**src/rtl/agc_pkg.sv**
```systemverilog
package agc_pkg;

  // Two-bit code sent to the correlator
  typedef struct packed {
    logic sign;
    logic mag;
  } agc_code_t;

  localparam int unsigned AGC_SAMPLE_W = 12;

endpackage

```
**src/rtl/agc_fold.sv**
```systemverilog
module agc_fold #(
  parameter int unsigned SAMPLE_W = 12,
  localparam int unsigned MAG_W   = SAMPLE_W - 1
) (
  input  logic [SAMPLE_W-1:0] sample_i,
  output logic                sign_o,
  output logic [MAG_W-1:0]    fold_o
);

  localparam logic [MAG_W-1:0] MAG_MAX = '1;

  logic [MAG_W-1:0] low;

  always_comb begin
    sign_o = sample_i[SAMPLE_W-1];
    low    = sample_i[MAG_W-1:0];
    // below mid-scale: measure the distance downward from code 2047
    if (sign_o) fold_o = low;
    else        fold_o = MAG_MAX - low;
  end

endmodule

```
**src/rtl/agc_accum.sv**
```systemverilog
module agc_accum #(
  parameter int unsigned MAG_W    = 11,
  parameter int unsigned WIN_LOG2 = 16,
  localparam int unsigned ACC_W   = MAG_W + WIN_LOG2
) (
  input  logic             clk,
  input  logic             rst_n,
  input  logic             vld_i,
  input  logic [MAG_W-1:0] fold_i,
  output logic             last_o,
  output logic [MAG_W-1:0] avg_o,
  output logic             done_o
);

  localparam logic [WIN_LOG2-1:0] CNT_LAST = '1;

  logic [WIN_LOG2-1:0] cnt_q, cnt_d;
  logic [ACC_W-1:0]    acc_q, acc_d;
  logic [ACC_W-1:0]    sum_full;
  logic                done_q, done_d;

  always_comb begin
    sum_full = acc_q + ACC_W'(fold_i);
    last_o   = vld_i && (cnt_q == CNT_LAST);
    avg_o    = sum_full[ACC_W-1:WIN_LOG2];
    cnt_d    = cnt_q;
    acc_d    = acc_q;
    done_d   = last_o;
    if (vld_i) begin
      if (last_o) begin
        cnt_d = '0;
        acc_d = '0;
      end else begin
        cnt_d = cnt_q + 1'b1;
        acc_d = sum_full;
      end
    end
  end

  always_ff @(posedge clk or negedge rst_n) begin
    if (!rst_n) begin
      cnt_q  <= '0;
      acc_q  <= '0;
      done_q <= 1'b0;
    end else begin
      done_q <= done_d;
      if (vld_i) begin
        cnt_q <= cnt_d;
        acc_q <= acc_d;
      end
    end
  end

  assign done_o = done_q;


  done_pulse_chk: assert property (@(posedge clk) disable iff (!rst_n)
    done_q |=> !done_q);


  done_after_valid_chk: assert property (@(posedge clk) disable iff (!rst_n)
    (vld_i && cnt_q != CNT_LAST) |=> !done_q);

endmodule

```
**src/rtl/agc_thresh.sv**
```systemverilog
module agc_thresh #(
  parameter int unsigned MAG_W     = 11,
  parameter int unsigned HEAD_SHIFT = 3,
  parameter int unsigned THR_INIT  = 1024
) (
  input  logic             clk,
  input  logic             rst_n,
  input  logic             upd_i,
  input  logic             done_i,
  input  logic [MAG_W-1:0] avg_i,
  output logic [MAG_W-1:0] thr_o
);

  localparam logic [MAG_W:0] SAT_LIM = {1'b0, {MAG_W{1'b1}}};

  logic [MAG_W-1:0] thr_q, thr_d;
  logic [MAG_W:0]   scaled;

  always_comb begin
    scaled = {1'b0, avg_i} + {1'b0, (avg_i >> HEAD_SHIFT)};
    if (scaled > SAT_LIM) thr_d = SAT_LIM[MAG_W-1:0];
    else                  thr_d = scaled[MAG_W-1:0];
  end

  always_ff @(posedge clk or negedge rst_n) begin
    if (!rst_n) begin
      thr_q <= MAG_W'(THR_INIT);
    end else if (upd_i) begin
      thr_q <= thr_d;
    end
  end

  assign thr_o = thr_q;


  thr_hold_chk: assert property (@(posedge clk) disable iff (!rst_n)
    !done_i |-> $stable(thr_q));

endmodule

```
**src/rtl/agc_quant.sv**
```systemverilog
module agc_quant
  import agc_pkg::*;
#(
  parameter int unsigned MAG_W = 11
) (
  input  logic             clk,
  input  logic             rst_n,
  input  logic             vld_i,
  input  logic             sign_i,
  input  logic [MAG_W-1:0] fold_i,
  input  logic [MAG_W-1:0] thr_i,
  output agc_code_t        code_o,
  output logic             vld_o
);

  agc_code_t code_q, code_d;
  logic      vld_q;

  always_comb begin
    code_d = code_q;
    if (vld_i) begin
      code_d.sign = sign_i;
      code_d.mag  = (fold_i >= thr_i);
    end
  end

  always_ff @(posedge clk or negedge rst_n) begin
    if (!rst_n) begin
      code_q <= '0;
      vld_q  <= 1'b0;
    end else begin
      vld_q <= vld_i;
      if (vld_i) code_q <= code_d;
    end
  end

  assign code_o = code_q;
  assign vld_o  = vld_q;


  vld_latency_chk: assert property (@(posedge clk) disable iff (!rst_n)
    vld_i |=> vld_q);


  vld_quiet_chk: assert property (@(posedge clk) disable iff (!rst_n)
    !vld_i |=> !vld_q);


  sign_pass_chk: assert property (@(posedge clk) disable iff (!rst_n)
    vld_i |=> (code_q.sign == $past(sign_i)));

endmodule

```
**src/rtl/agc_requant.sv**
```systemverilog
module agc_requant
  import agc_pkg::*;
#(
  parameter int unsigned SAMPLE_W   = AGC_SAMPLE_W,
  parameter int unsigned WIN_LOG2   = 16,
  parameter int unsigned HEAD_SHIFT = 3,
  parameter int unsigned THR_INIT   = 1 << (SAMPLE_W - 2)
) (
  input  logic                clk,
  input  logic                rst_n,
  input  logic                in_vld,
  input  logic [SAMPLE_W-1:0] in_sample,
  output logic                sign_o,
  output logic                mag_o,
  output logic                out_vld_o,
  output logic [SAMPLE_W-2:0] thresh_o,
  output logic                win_done_o
);

  localparam int unsigned MAG_W = SAMPLE_W - 1;

  logic             s_sign;
  logic [MAG_W-1:0] s_fold;
  logic             w_last;
  logic [MAG_W-1:0] w_avg;
  logic             w_done;
  logic [MAG_W-1:0] thr;
  agc_code_t        code;

  agc_fold #(.SAMPLE_W(SAMPLE_W)) u_fold (
    .sample_i (in_sample),
    .sign_o   (s_sign),
    .fold_o   (s_fold)
  );

  agc_accum #(.MAG_W(MAG_W), .WIN_LOG2(WIN_LOG2)) u_accum (
    .clk    (clk),
    .rst_n  (rst_n),
    .vld_i  (in_vld),
    .fold_i (s_fold),
    .last_o (w_last),
    .avg_o  (w_avg),
    .done_o (w_done)
  );

  agc_thresh #(.MAG_W(MAG_W), .HEAD_SHIFT(HEAD_SHIFT), .THR_INIT(THR_INIT)) u_thresh (
    .clk    (clk),
    .rst_n  (rst_n),
    .upd_i  (w_last),
    .done_i (w_done),
    .avg_i  (w_avg),
    .thr_o  (thr)
  );

  agc_quant #(.MAG_W(MAG_W)) u_quant (
    .clk    (clk),
    .rst_n  (rst_n),
    .vld_i  (in_vld),
    .sign_i (s_sign),
    .fold_i (s_fold),
    .thr_i  (thr),
    .code_o (code),
    .vld_o  (out_vld_o)
  );

  assign sign_o     = code.sign;
  assign mag_o      = code.mag;
  assign thresh_o   = thr;
  assign win_done_o = w_done;

endmodule

```
**config.mk**
```make
export PLATFORM = sky130hd
export DESIGN_NAME = agc_requant
export DESIGN_NICKNAME = d
export VERILOG_FILES = /design/src/rtl/agc_pkg.sv /design/src/rtl/agc_fold.sv /design/src/rtl/agc_accum.sv /design/src/rtl/agc_thresh.sv /design/src/rtl/agc_quant.sv /design/src/rtl/agc_requant.sv
export SDC_FILE = /design/constraint.sdc
export NUM_CORES = 1
export LEC_CHECK = 0
export BUFFER_PORTS_ARGS = -buffer_cell sky130_fd_sc_hd__buf_2
export CAP_MARGIN = 25
export CORE_UTILIZATION = 29
export DETAILED_ROUTE_END_ITERATION = 10
export SKIP_CTS_REPAIR_TIMING = 1
export SLEW_MARGIN = 20
export SYNTH_ARGS = -nofsm -noshare
export SYNTH_HDL_FRONTEND = slang
export SYNTH_SLANG_ARGS = --single-unit
export TNS_END_PERCENT = 10
```
**constraint.sdc**
```tcl
create_clock -name clk -period 3.7 [get_ports clk]
set_clock_uncertainty 0.05 [all_clocks]
set_input_delay 0.74 -clock clk [delete_from_list [all_inputs] [get_ports clk]]
set_output_delay 0.74 -clock clk [all_outputs]
set_load 0.05 [all_outputs]
```
==> After elaboration in Yosys (flattened, before gate mapping) <==
Index checks and enable logic that the tools add are counted.
{ "op_classes": {"n_lt_le_gt_ge": 2, "n_addsub": 4, "reduce_logical": 1, "n_eq_ne": 1, "mux": 4} }
{ "ops": {"columns": ["op", "n"], "rows": [
  ["$add 27x11->27", 1],
  ["$mux 27", 1],
  ["$mux 11", 2],
  ["$add 16x1->16 const B", 1],
  ["$eq 16x16->1 const B", 1],
  ["$mux 16", 1],
  ["$add 11x8->12", 1],
  ["$gt 12x11->1 const B", 1],
  ["$ge 11x11->1", 1],
  ["$sub 11x11->11 const A", 1],
  ["$logic_and 1x1->1", 1]
]} }
{ "totals": {"wordCells": 19, "ff_bits": 58, "input_bits": 15, "output_inout_bits": 15} }

==> Depth between registers and ports, before layout <==
{ "logic_depth": {"word_depth": 6, "ltp_mapped": 21, "mapped_depth_nobuf": 21} }

==> Hierarchy <==
Synthesis repeated with hierarchy kept, for this count alone.
{ "hier_totals": {"hier_cells": 445, "hier_area_um2": 4164.0} }
{ "by_module_without_submodules": {"columns": ["mod", "cells_per_inst", "instances", "area_each_um2", "seq_area_each_um2"], "rows": [
  ["agc_accum", 295, 1, 2821.5, 1101.1],
  ["agc_thresh", 91, 1, 840.8, 276.5],
  ["agc_quant", 46, 1, 386.6, 75.1],
  ["agc_fold", 13, 1, 115.1, 0.0]
]} }

==> Worst setup path after synthesis <==
Ideal clock, no wire load.
{ "synth_timing": {"path_kind": "in2reg", "start": "input in_sample[11]", "end": "register u_thresh.thr_q[8], in the netlist u_thresh.thr_o[8]", "arrival_time_ns": 4.706, "n_path_buf": 1, "setup_ns": 0.074, "required_time_ns": 3.576, "path_slack_ns": -1.130, "path_stages": 20, "cell_sequence": "buf_1 > xnor2_1 > ha_1 > nand3_1 > o211ai_1 > a31oi_1 > nor3_1 > nand3_1 > xnor2_1 > ha_1 > inv_1 > fa_1 > nor2b_1 > o21ai_0 > a21oi_1 > o21a_1 > o21ai_0 > a21o_1 > and3_1 > o21ai_2"} }
{ "synth_between": {"elab_chain_cells": 5} }
{ "synth_lines": {"columns": ["item", "line_no", "rtl"], "rows": [
  ["start, declared", "agc_requant.sv:12", "input logic [SAMPLE_W-1:0] in_sample,"],
  ["$mux 11 *", "agc_fold.sv:18", "if (sign_o) fold_o = low;"],
  ["$add 27x11->27 *", "agc_accum.sv:23", "sum_full = acc_q + ACC_W'(fold_i);"],
  ["$add 11x8->12 *", "agc_thresh.sv:20", "scaled = {1'b0, avg_i} + {1'b0, (avg_i >> HEAD_SHIFT)};"],
  ["$gt 12x11->1", "agc_thresh.sv:21", "if (scaled > SAT_LIM) thr_d = SAT_LIM[MAG_W-1:0];"],
  ["$mux 11 *", "agc_thresh.sv:21", null],
  ["end signal, assigned", "agc_thresh.sv:27", "thr_q <= MAG_W'(THR_INIT);"],
  ["end signal, assigned", "agc_thresh.sv:29", "thr_q <= thr_d;"],
  ["end, declared", "agc_thresh.sv:16", "logic [MAG_W-1:0] thr_q, thr_d;"]
]} }
Mark *: on every way between the ends. The rest lies on a longest branch, timed or not.
A chain may end at the register's enable or synchronous reset.

==> Worst setup path in the final report <==
{ "layout_timing": {"start": "input in_sample[11]", "end": "register u_thresh.thr_q[10], in the netlist u_thresh.thr_o[10]"} }
The elaborated chain is that of the path after synthesis.

==> flow_summary.yaml <==
outcome:
  outcome: "complete, but fails checks"
  violations: "setup timing"
die:
  start_util_pct: 29.7
  rows: 42
  io_pins: 30
  coreArea_um2: 13200
  die_w_um: 119
  die_h_um: 119
  dieArea_um2: 14000
global_routing:
  antenna_found_initial: 0
  grt.total_usage_pct: 15.6
  grt_pass1_vias: 3539
  overflow: 0
  grt_pass1_wl_mm: 17.1
  grt_max_degree: 47
cells_and_area:
  nNetsFinal: 586
  seqCellArea_um2: 1450
  multiInputGateArea_um2: 2580
  postLayoutCellArea_um2: 5490
  insertedDiodeCount: 0
  synthToLayoutAreaGrowth_pct: 39.4
  utilization_pct: 41.4
  drive_above_1_share_pct: 32.6
  nFillCells: 1276
worst_setup_path:
  r2r_cells: 19
  startpoint_type: "primary input"
  critical_path_arrival_ns: 4.41
  worst_setup_path_end_kind: "flip-flop"
  worstSetupPathType: "in -> reg"
  r2r_start: "u_accum.acc_q[0]"
  r2r_end: "u_thresh.thr_o[10]"
  required_ns: 3.90
  crit_fanout: 6
  reg2reg_slack_ns: -0.21
routing:
  wirelength_mm: 10.7
  vias: 3522
  dr.pass1.iters: 4
  drc_errors: 0
  vias_per_cell: 4.90
  wl_per_cell_um: 14.9
  drtIter0Drc: 234
  drt.antenna.violating_nets: 0
power_and_ir_drop:
  switching_power_mw: 0.994
  power.leakage_nw: 2.60
  power.density_nw_per_um2: 540
  power_frac_seq_pct: 29.5
  clkPwrFrac_pct: 30.9
  combinationalPowerShare_pct: 39.6
  swShare_pct: 33.5
  vdd_drop_max_mv: 0.230
  intPower_mw: 1.97
yosys:
  synth_nets: 475
  synth_edf_count: 0
  yosys_warnings: 0
  yosysMostFrequentCell: "dfrtp_1"
  synth-seq-cells: 58
  ys_types: 58
  synthTopCellsByCount: "dfrtp_1 (57), nand2_1 (44), xnor2_1 (32)"
  netlist_area_um2: 3940
  yosysSeqAreaShare_pct: 36.9
  synth.area.top_cells: "dfrtp_1 (36%), ha_1 (9.9%), xnor2_1 (7.1%)"
  synth-main-ff-cell: "dfrtp_1"
  netlist_instances: 427
  avgSynthCellArea_um2: 9.22
  synth_top_cell_area_share_pct: 36.2
  synthArstFlopShare_pct: 100
  yosysTopAreaCell: "dfrtp_1"
place:
  dpl.hpwl_mm: 7.99
  io_buffers: 29
  dpl_cell_area_um2: 4920
  pre_cts_ws_ns: -1.07
  routabilityCongestion: 0.892
cts:
  cts_tree: "done"
  cts_sinks: 58
  clockRootBuffer: "clkbuf_16"
  clock_latency_ns: 0.33
  ctsHtreeMaxLevel: 3
  path_clk_slew_ns: 0.06
  numCtsBuffers: 9
  ctsLongestPathBuffers: 2
timing:
  slew_headroom_pct: 55.6
  period_share_pct: 114
  setup_viol_count_final: 11
  rsz0062_at_grt: "true"
  finalHoldViolCount: 0
  setup_ws_ns: -0.510
  period_minus_slack_ns: 4.21
  worst_pin_slew_ns: 0.660
  holdWs_ns: 0.381
  final_max_slew_viol_count: 0
  max_freq_ghz: 0.238
  fin_tns_setup_ns: -4.24
run:
  drv_cap: 0
worst_hold_path:
  hold_class: "in -> async"
-- layout by cell type (no fill, tap or decap), types with 17 or more instances in the layout --
master and count:
buf_4 80, nand2_1 43, o21ai_0 25, nand3_1 22, dfrtp_1 57, xnor2_1 25, ha_1 25, inv_1 24
xor2_1 17, nor2_1 29, buf_2 26
-- per-layer routing --
layer  GRT usage [%]  wire length, µm  part of all wire, %  vias to the layer above
met1            18.9             4730                   44                     1700
met3            3.67              303                  2.8                       21
met2            26.9             5470                   51                       62
met4            5.70              190                  1.8                        0
li1                -                -                    -                     1739
met5               0                0                    0                        -
-- sequential cells by signal, summed over array words and instances, names as in the netlist --
signal / cells
u_accum.acc_q: 27
u_accum.cnt_q: 16
u_accum.done_o: 1
u_quant.code_o: 2
u_quant.vld_o: 1
u_thresh.thr_o: 11
-- final cells by class --
class | count | area share (%)
Clock buffer | 9 | 4.10
Clock inverter | 7 | 1.87
Inverter | 28 | 1.92
Multi-Input combinational cell | 331 | 47.0
Sequential cell | 58 | 26.5
Tap cell | 176 | 4.01
Timing Repair Buffer | 110 | 14.6
-- kinds of logic after synthesis --
logic type / Yosys count / share of synthesized area [%]
and+or+nand+nor: 145 / 18.6
AOI/OAI and AO/OA: 100 / 17.5
DFF: 58 / 36.9
xor gates and xnor gates: 50 / 11.6
buffers and inverters: 38 / 3.72
adders and majority gates: 33 / 10.9
muxes: 3 / 0.826
-- how the worst max path moves through the flow --
stage | start | end | slack (ns) | cells after the start
floorplan | in_sample[11] | u_thresh.thr_o[8] | -0.60 | 21
global placement | in_sample[11] | u_thresh.thr_o[10] | -0.96 | 20
detailed placement | in_sample[11] | u_thresh.thr_o[10] | -1.07 | 19
CTS | in_sample[11] | u_thresh.thr_o[10] | -0.72 | 20
global route | in_sample[0] | u_thresh.thr_o[10] | -0.66 | 21
finish | in_sample[11] | u_thresh.thr_o[10] | -0.51 | 21
-- critical path, cell delays in order --
cell and delay [ns]:
buf_12 0.12, xnor2_4 0.16, ha_4 0.16, inv_2 0.04, fa_2 0.34, and2b_2 0.25
o2111ai_4 0.13, a21oi_4 0.21, nor2_4 0.06, nor3b_4 0.31, buf_4 0.18, xor2_1 0.15
ha_1 0.26, nor2b_4 0.13, o21ai_2 0.17, a21oi_2 0.09, o21a_1 0.20, o21ai_2 0.16
nand2_1 0.10, and4b_1 0.19, o32ai_2 0.24
-- power groups by stage --
| stage | registers [mW] | clock network (mW) | logic, mW |
|---|---|---|---|
| CTS | 0.870 | 0.936 | 1.09 |
| finish | 0.875 | 0.916 | 1.17 |
| global placement | 0.874 | 0 | 1.06 |
| floorplan | 0.864 | 0 | 0.669 |
| detailed placement | 0.878 | 0 | 1.08 |
| global route | 0.893 | 0.962 | 1.29 |
-- through the flow --
stage	std cells	total power [mW]
floorplan	427	1.53
global placement	694	1.93
detailed placement	694	1.96
CTS	710	2.90
global route	719	3.14
finish	719	2.96
Note: power is estimated with default switching activity, not from simulation.
